### src/rtl/ieg_pkg.sv
package ieg_pkg;
  localparam int NUM_SEL = 4;

  // Condition strobes from datapath to control, one cycle each.
  typedef struct packed {
    logic               minChg;
    logic               hourChg;
    logic               midHit;
    logic               noonHit;
    logic [NUM_SEL-1:0] ovfHit;
  } condStrobes_t;

  localparam logic [1:0] SEL_CAL_MIN   = 2'd0;
  localparam logic [1:0] SEL_CAL_HOUR  = 2'd1;
  localparam logic [1:0] SEL_CAL_MID   = 2'd2;
  localparam logic [1:0] SEL_CAL_NOON  = 2'd3;
endpackage

### src/rtl/ieg_datapath.sv
module ieg_datapath
  import ieg_pkg::*;
#(
  parameter int HOUR_W    = 5,
  parameter int MIN_W     = 6,
  parameter int SEC_W     = 6,
  parameter int CNT_W     = 32,
  parameter int NOON_HOUR = 12
) (
  input  logic              clk,
  input  logic              rstN,
  input  logic              minStrobe,
  input  logic              hourStrobe,
  input  logic [HOUR_W-1:0] hourVal,
  input  logic [MIN_W-1:0]  minVal,
  input  logic [SEC_W-1:0]  secVal,
  input  logic              cntIncr,
  input  logic [CNT_W-1:0]  cntVal,
  output condStrobes_t      cond
);
  localparam int LANE_W = CNT_W / NUM_SEL;

  logic atMid, atNoon, zeroMinSec;
  logic prevMid, prevNoon;

  assign zeroMinSec = (minVal == '0) && (secVal == '0);
  assign atMid      = zeroMinSec && (hourVal == '0);
  assign atNoon     = zeroMinSec && (hourVal == HOUR_W'(NOON_HOUR));

  // Trackers start "matched" so a time already at the match is not an entry.
  always_ff @(posedge clk) begin
    if (!rstN) begin
      prevMid  <= 1'b1;
      prevNoon <= 1'b1;
    end else begin
      prevMid  <= atMid;
      prevNoon <= atNoon;
    end
  end

  assign cond.minChg  = minStrobe;
  assign cond.hourChg = hourStrobe;
  assign cond.midHit  = atMid  && !prevMid;
  assign cond.noonHit = atNoon && !prevNoon;

  for (genvar k = 0; k < NUM_SEL; k++) begin : g_ovf
    localparam int LW = (k + 1) * LANE_W;
    assign cond.ovfHit[k] = cntIncr && (&cntVal[LW-1:0]);
  end
endmodule

### src/rtl/ieg_control.sv
module ieg_control
  import ieg_pkg::*;
(
  input  logic         clk,
  input  logic         rstN,
  input  logic         calMode,
  input  logic [1:0]   evtSel,
  input  condStrobes_t cond,
  output logic         eventPulse
);
  logic selHit;

  always_comb begin
    if (calMode) begin
      unique case (evtSel)
        SEL_CAL_MIN:  selHit = cond.minChg;
        SEL_CAL_HOUR: selHit = cond.hourChg;
        SEL_CAL_MID:  selHit = cond.midHit;
        default:      selHit = cond.noonHit;
      endcase
    end else begin
      selHit = cond.ovfHit[evtSel];
    end
  end

  always_ff @(posedge clk) begin
    if (!rstN) eventPulse <= 1'b0;
    else       eventPulse <= selHit;
  end
endmodule

### src/rtl/interval_event_gen.sv
module interval_event_gen
  import ieg_pkg::*;
#(
  parameter int HOUR_W    = 5,
  parameter int MIN_W     = 6,
  parameter int SEC_W     = 6,
  parameter int CNT_W     = 32,
  parameter int NOON_HOUR = 12
) (
  input  logic              clk,
  input  logic              rstN,
  input  logic              calMode,
  input  logic [1:0]        evtSel,
  input  logic              minStrobe,
  input  logic              hourStrobe,
  input  logic [HOUR_W-1:0] hourVal,
  input  logic [MIN_W-1:0]  minVal,
  input  logic [SEC_W-1:0]  secVal,
  input  logic              cntIncr,
  input  logic [CNT_W-1:0]  cntVal,
  output logic              eventPulse
);
  condStrobes_t cond;

  ieg_datapath #(
    .HOUR_W(HOUR_W), .MIN_W(MIN_W), .SEC_W(SEC_W),
    .CNT_W(CNT_W), .NOON_HOUR(NOON_HOUR)
  ) u_dp (
    .clk(clk), .rstN(rstN),
    .minStrobe(minStrobe), .hourStrobe(hourStrobe),
    .hourVal(hourVal), .minVal(minVal), .secVal(secVal),
    .cntIncr(cntIncr), .cntVal(cntVal),
    .cond(cond)
  );

  ieg_control u_ctl (
    .clk(clk), .rstN(rstN),
    .calMode(calMode), .evtSel(evtSel),
    .cond(cond),
    .eventPulse(eventPulse)
  );
endmodule

### config.mk
export PLATFORM = sky130hd
export DESIGN_NAME = interval_event_gen
export DESIGN_NICKNAME = d
export VERILOG_FILES = /design/src/rtl/ieg_pkg.sv /design/src/rtl/ieg_datapath.sv /design/src/rtl/ieg_control.sv /design/src/rtl/interval_event_gen.sv
export SDC_FILE = /design/constraint.sdc
export NUM_CORES = 1
export LEC_CHECK = 0
export CORE_MARGIN = 2
export CORE_UTILIZATION = 15
export CTS_BUF_LIST = sky130_fd_sc_hd__clkbuf_4 sky130_fd_sc_hd__clkbuf_8 sky130_fd_sc_hd__clkbuf_16
export DETAILED_ROUTE_END_ITERATION = 10
export PLACE_DENSITY = 0.72
export SYNTH_ARGS = -nofsm -noshare
export SYNTH_HDL_FRONTEND = slang
export SYNTH_SLANG_ARGS = --single-unit
export TNS_END_PERCENT = 100
### constraint.sdc
create_clock -name clk -period 0.9 [get_ports clk]
set_input_delay 0.09 -clock clk [delete_from_list [all_inputs] [get_ports clk]]
set_output_delay 0.09 -clock clk [all_outputs]
set_load 0.01 [all_outputs]
Yosys cells after proc, flatten, opt, wreduce, memory -nomap -nowiden
Index checks and enable logic that the tools add are counted.

operators by class
  reduce and logical (&&, ||, !) cells = 19
  eq/ne operators = 3
  magnitude comparators = 1
  multiplexer cells = 4

operators by type and width
  cell                  number
  $reduce_and A32 Y1    1
  $reduce_and A24 Y1    1
  $reduce_and A16 Y1    1
  $logic_not A6 Y1      2
  $logic_and A1 B1 Y1   9
  $reduce_and A8 Y1     1
  $eq A5 B4 Y1 const B  1
  $logic_not A5 Y1      1
  $lt A2 B3 Y1 const B  1
  $pmux W1 S3           1
  $bmux W1 S2           1
  $eq A2 B1 Y1 const B  1
  $eq A2 B2 Y1 const B  1
  $logic_not A1 Y1      2
  $logic_not A2 Y1      1
  $mux W1               2

storage, ports and cells
  word-level logic and storage cells = 30
  output and inout port bits = 1
  register bits = 3

Longest topological paths before layout
  depth in word-level cells = 6
  gate-level depth with buffers = 4
  depth with buffers taken out = 4

By module
A second synthesis with hierarchy kept.

second synthesis, totals
  cells, all modules = 38
  area, all modules = 294.0 µm²

by module, submodules not included
  module        times used  sequential area each (µm²)  area an instance (µm²)  cells an instance
  ieg_datapath  1           40.0                        202.7                   30
  ieg_control   1           20.0                        91.3                    8

Least setup slack after synthesis
OpenSTA, ideal clock, no wires.

  kind = input -> register
  start point = input port secVal[0]
  end point = register u_ctl.eventPulse
  path buffers = 0
  arrival time = 0.776 ns
  cell stages on the path = 4
  required time = 0.825 ns
  setup slack = 0.049 ns
  cells stage by stage = nor4_1 > and4_2 > a31oi_1 > o22ai_1

between the ends
  cells in the longest elaborated chain, start to end = 6
  elaborated cells between the ends (all ways) = 8
  classes of those cells = mux (2); reduce/logical (6)

RTL lines
  element                                 RTL line                                source
  start, declared                         interval_event_gen.sv:18                input logic [SEC_W-1:0] secVal,
  $logic_not A6 Y1 *                      ieg_datapath.sv:26                      assign zeroMinSec = (minVal == '0) && (secVal == '0);
  $logic_and A1 B1 Y1 *                   ieg_datapath.sv:26
  $logic_and A1 B1 Y1 (on tied branches)  ieg_datapath.sv:28, ieg_datapath.sv:27
  $logic_and A1 B1 Y1 (on tied branches)  ieg_datapath.sv:44, ieg_datapath.sv:43
  $pmux W1 S3 *                           ieg_control.sv:15                       unique case (evtSel)
  $mux W1 *                               ieg_control.sv:14                       if (calMode) begin
  end signal, assigned                    ieg_control.sv:28                       else eventPulse <= selHit;
  end, declared                           ieg_control.sv:9                        output logic eventPulse

Mark *: on every way between the ends. The rest lies on a longest branch, timed or not.
A chain may end at the register's enable or synchronous reset.

Final worst setup path
  start point = input port hourStrobe
  end point = register u_ctl.eventPulse

between the ends
  cells in the longest elaborated chain, start to end = 2

RTL lines
  element          RTL line                  source
  start, declared  interval_event_gen.sv:15  input logic hourStrobe,
  $pmux W1 S3      ieg_control.sv:15
  $mux W1          ieg_control.sv:14

No other way between the ends.

==> impl_metrics.csv <==
group,metric,value,unit
global_routing,grt_pass1_wl,2220,µm
clocking,cts-buffers-inserted,3,
drt,vias,580,
layout,drive_gt1_share,17.5,%
place,gp_congestion,0.670,
die,die_x,46.0,µm
sta,fin_skew,0.00167,ns
layout,synthToLayoutAreaGrowth,250,%
clocking,path_clk_slew,0.04,ns
global_routing,top_usage_layer,"met2",
power_and_ir_drop,powerDensity,727,nW/µm²
status,outcome,"complete, but fails checks",
worst_setup_path,crit_chain,"clkdlybuf4s50_1 -> o21ai_0 -> a21oi_2 -> a31oi_1 -> o22ai_1",
global_routing,grt_max_degree,5,
clocking,cts_hold_buffers,0,
global_routing,use_met3,6.75,%
die,coreArea,1690,µm²
power_and_ir_drop,p_leak,0.000386,µW
synth,synth-seq-area-share,22.7,%
synth,ys_seq_elements,3,
sta,finalSetupViolCount,1,
layout,seq_area,60.1,µm²
clocking,cts_buffer_depth,2,
global_routing,overflow,0,
worst_setup_path,crit_type,"in2reg",
clocking,clockRootBuffer,"clkbuf_4",
layout,diodes,0,
worst_setup_path,critPathMaxFanout,1,
synth,synth_commonest_cells,"7 x nand2_1, 7 x nand4_1, 3 x dfxtp_1, 3 x nor2_1, 3 x nor4_1",
worst_setup_path,endpoint_kind,"register",
global_routing,grtUsageMet2,32.2,%
status,violations,"setup timing",
synth,synth_top_area_cell,"dfxtp_1",
power_and_ir_drop,peakVddDrop,0.000584,V
layout,nets,161,
sta,fin_crit,0.911,ns
place,place_ws,-0.464,ns
sta,fmax,1.10,GHz
synth,post_synth.cell_area_avg,6.77,µm²
synth,synthTopCellsByArea,"dfxtp_1 23%, nand4_1 17%, nand2_1 10%, nor4_1 7.1%, nor2_1 4.3%",
worst_setup_path,required,1.01,ns
sta,period_share,101,%
sta,finalWorstSetupSlack,-0.0112,ns
synth,ys_warn_count,0,
synth,synth_edf_count,0,
die,die_h,46.0,µm
place,io_buffers,57,
hold_path,hold_path_class,"in2reg",
worst_setup_path,cpPeakStageDelay,0.41,ns
worst_setup_path,worstPathArrival,1.02,ns
clocking,clkSinkCount,3,
layout,multi_input_area,253,µm²
job,maxCapViolations,0,
die,dieArea,2110,µm²
die,num_rows,15,
synth,synth_cell_types,17,
drt,vias_per_cell,4.83,
synth,ys.flop_type,"dfxtp_1",
clocking,cts_tree,"done",
drt,routed_wl,1540,µm
global_routing,antenna_found_initial,0,
drt,drt-wirelength-per-cell,12.8,µm
synth,synthCells,39,
global_routing,grt_pass1_vias,611,
clocking,htreeDepth,1,
sta,setup-tns-final,-0.0112,ns
die,ioPinCount,58,
drt,drt-pass1-iter-count,4,
global_routing,groute.layer.met1.usage,10.1,%
drt,drc_errors,0,
sta,slew_violations,0,
layout,fillers,194,
drt,ant_nets,0,
synth,synth_nets,96,
clocking,clk_latency,0.23,ns
sta,tightest_slew,0.283,ns
drt,dr.first_iter.drc_count,5,
synth,async_flop_share,0,%
sta,relSlewSlack,80.9,%
place,dp_hpwl,1310,µm
worst_setup_path,slowest_stage,"clkdlybuf4s50_1",
worst_setup_path,startpoint_type,"input port",
sta,hold_viol_final,0,
global_routing,gr-usage-all-layers,15.0,%
synth,synthDominantCellAreaShare,22.7,%
power_and_ir_drop,design_power_total,672,µW
die,start_util,15.6,%
synth,synth_area,264,µm²
[worst max-delay path, delay by kind of cell]
kind                   cells  cell delay, ns
AO/OA/AOI/OAI              4            0.53
buffers and inverters      1            0.41
[layout by cell type (no fill, tap or decap), types with 2 or more instances in the layout]
master           synthesis  routed
buf_4                    0       3
clkdlybuf4s50_1          0      20
nand4_1                  7       7
nor4_2                   0       3
clkbuf_4                 0       4
dfxtp_1                  3       3
clkdlybuf4s15_1          0      10
nand3_1                  2       2
nor3_2                   0       2
dlygate4sd2_1            0      25
nand2_1                  7       6
nor2_1                   3       3
[layout make-up]
type                    instances  area share (%)
repair buffers                 60            60.6
multi-input cells              36            27.4
flip-flops and latches          3            6.50
clock buffers                   4            3.25
well taps                      17            2.30
[report_power, final]
group          switching, µW  total (µW)  internal [µW]
clock network           67.4         263            196
registers               2.08         142            140
logic                   73.8         266            192
total                    143         672            528
[repair_timing]
item / in CTS / in global routing
buffers inserted: 0 / 0
gates resized for setup: 52 / 9
gates cloned: 0 / 0
endpoints found under the setup margin: 4 / 2
pin swaps: 15 / 7
[routing by layer]
| metal | share of wire [%] | routed length [µm] |
|---|---|---|
| met1 | 28 | 424 |
| met2 | 58 | 886 |
| met3 | 14 | 212 |
| met5 | 0 | 0 |
| met4 | 0.91 | 14 |
[registers in the layout, indices dropped and copies added (netlist names)]
| name | cells |
|---|---|
| u_dp.prevNoon | 1 |
| u_ctl.eventPulse | 1 |
| u_dp.prevMid | 1 |
[metrics by stage]
stage	util [%]	std cells	hold WS (ns)	area [µm²]
after floorplan	-	39	0.152	264
after global placement	52.0	116	0.600	878
after detailed placement	52.0	116	0.601	878
after CTS	53.3	120	0.313	901
after global routing	54.7	120	0.258	923
final	54.7	120	0.245	923
[final timing paths]
check | from | end | slack [ns] | cells past startpoint
min reg2reg | u_dp.prevNoon$_SDFF_PN1_ | u_ctl.eventPulse$_SDFF_PN0_ | 0.60 | 3
max | hourStrobe | u_ctl.eventPulse$_SDFF_PN0_ | -0.01 | 5
min | evtSel[0] | u_ctl.eventPulse$_SDFF_PN0_ | 0.25 | 4
max reg2reg | u_dp.prevMid$_SDFF_PN1_ | u_ctl.eventPulse$_SDFF_PN0_ | 0.14 | 3
[cells by family after synthesis]
logic type / Yosys count / synth area share [%]
flops: 3 / 22.7
simple gates: 28 / 58.8
compound gates: 8 / 18.5
Note: power is estimated with default switching activity, not from simulation.
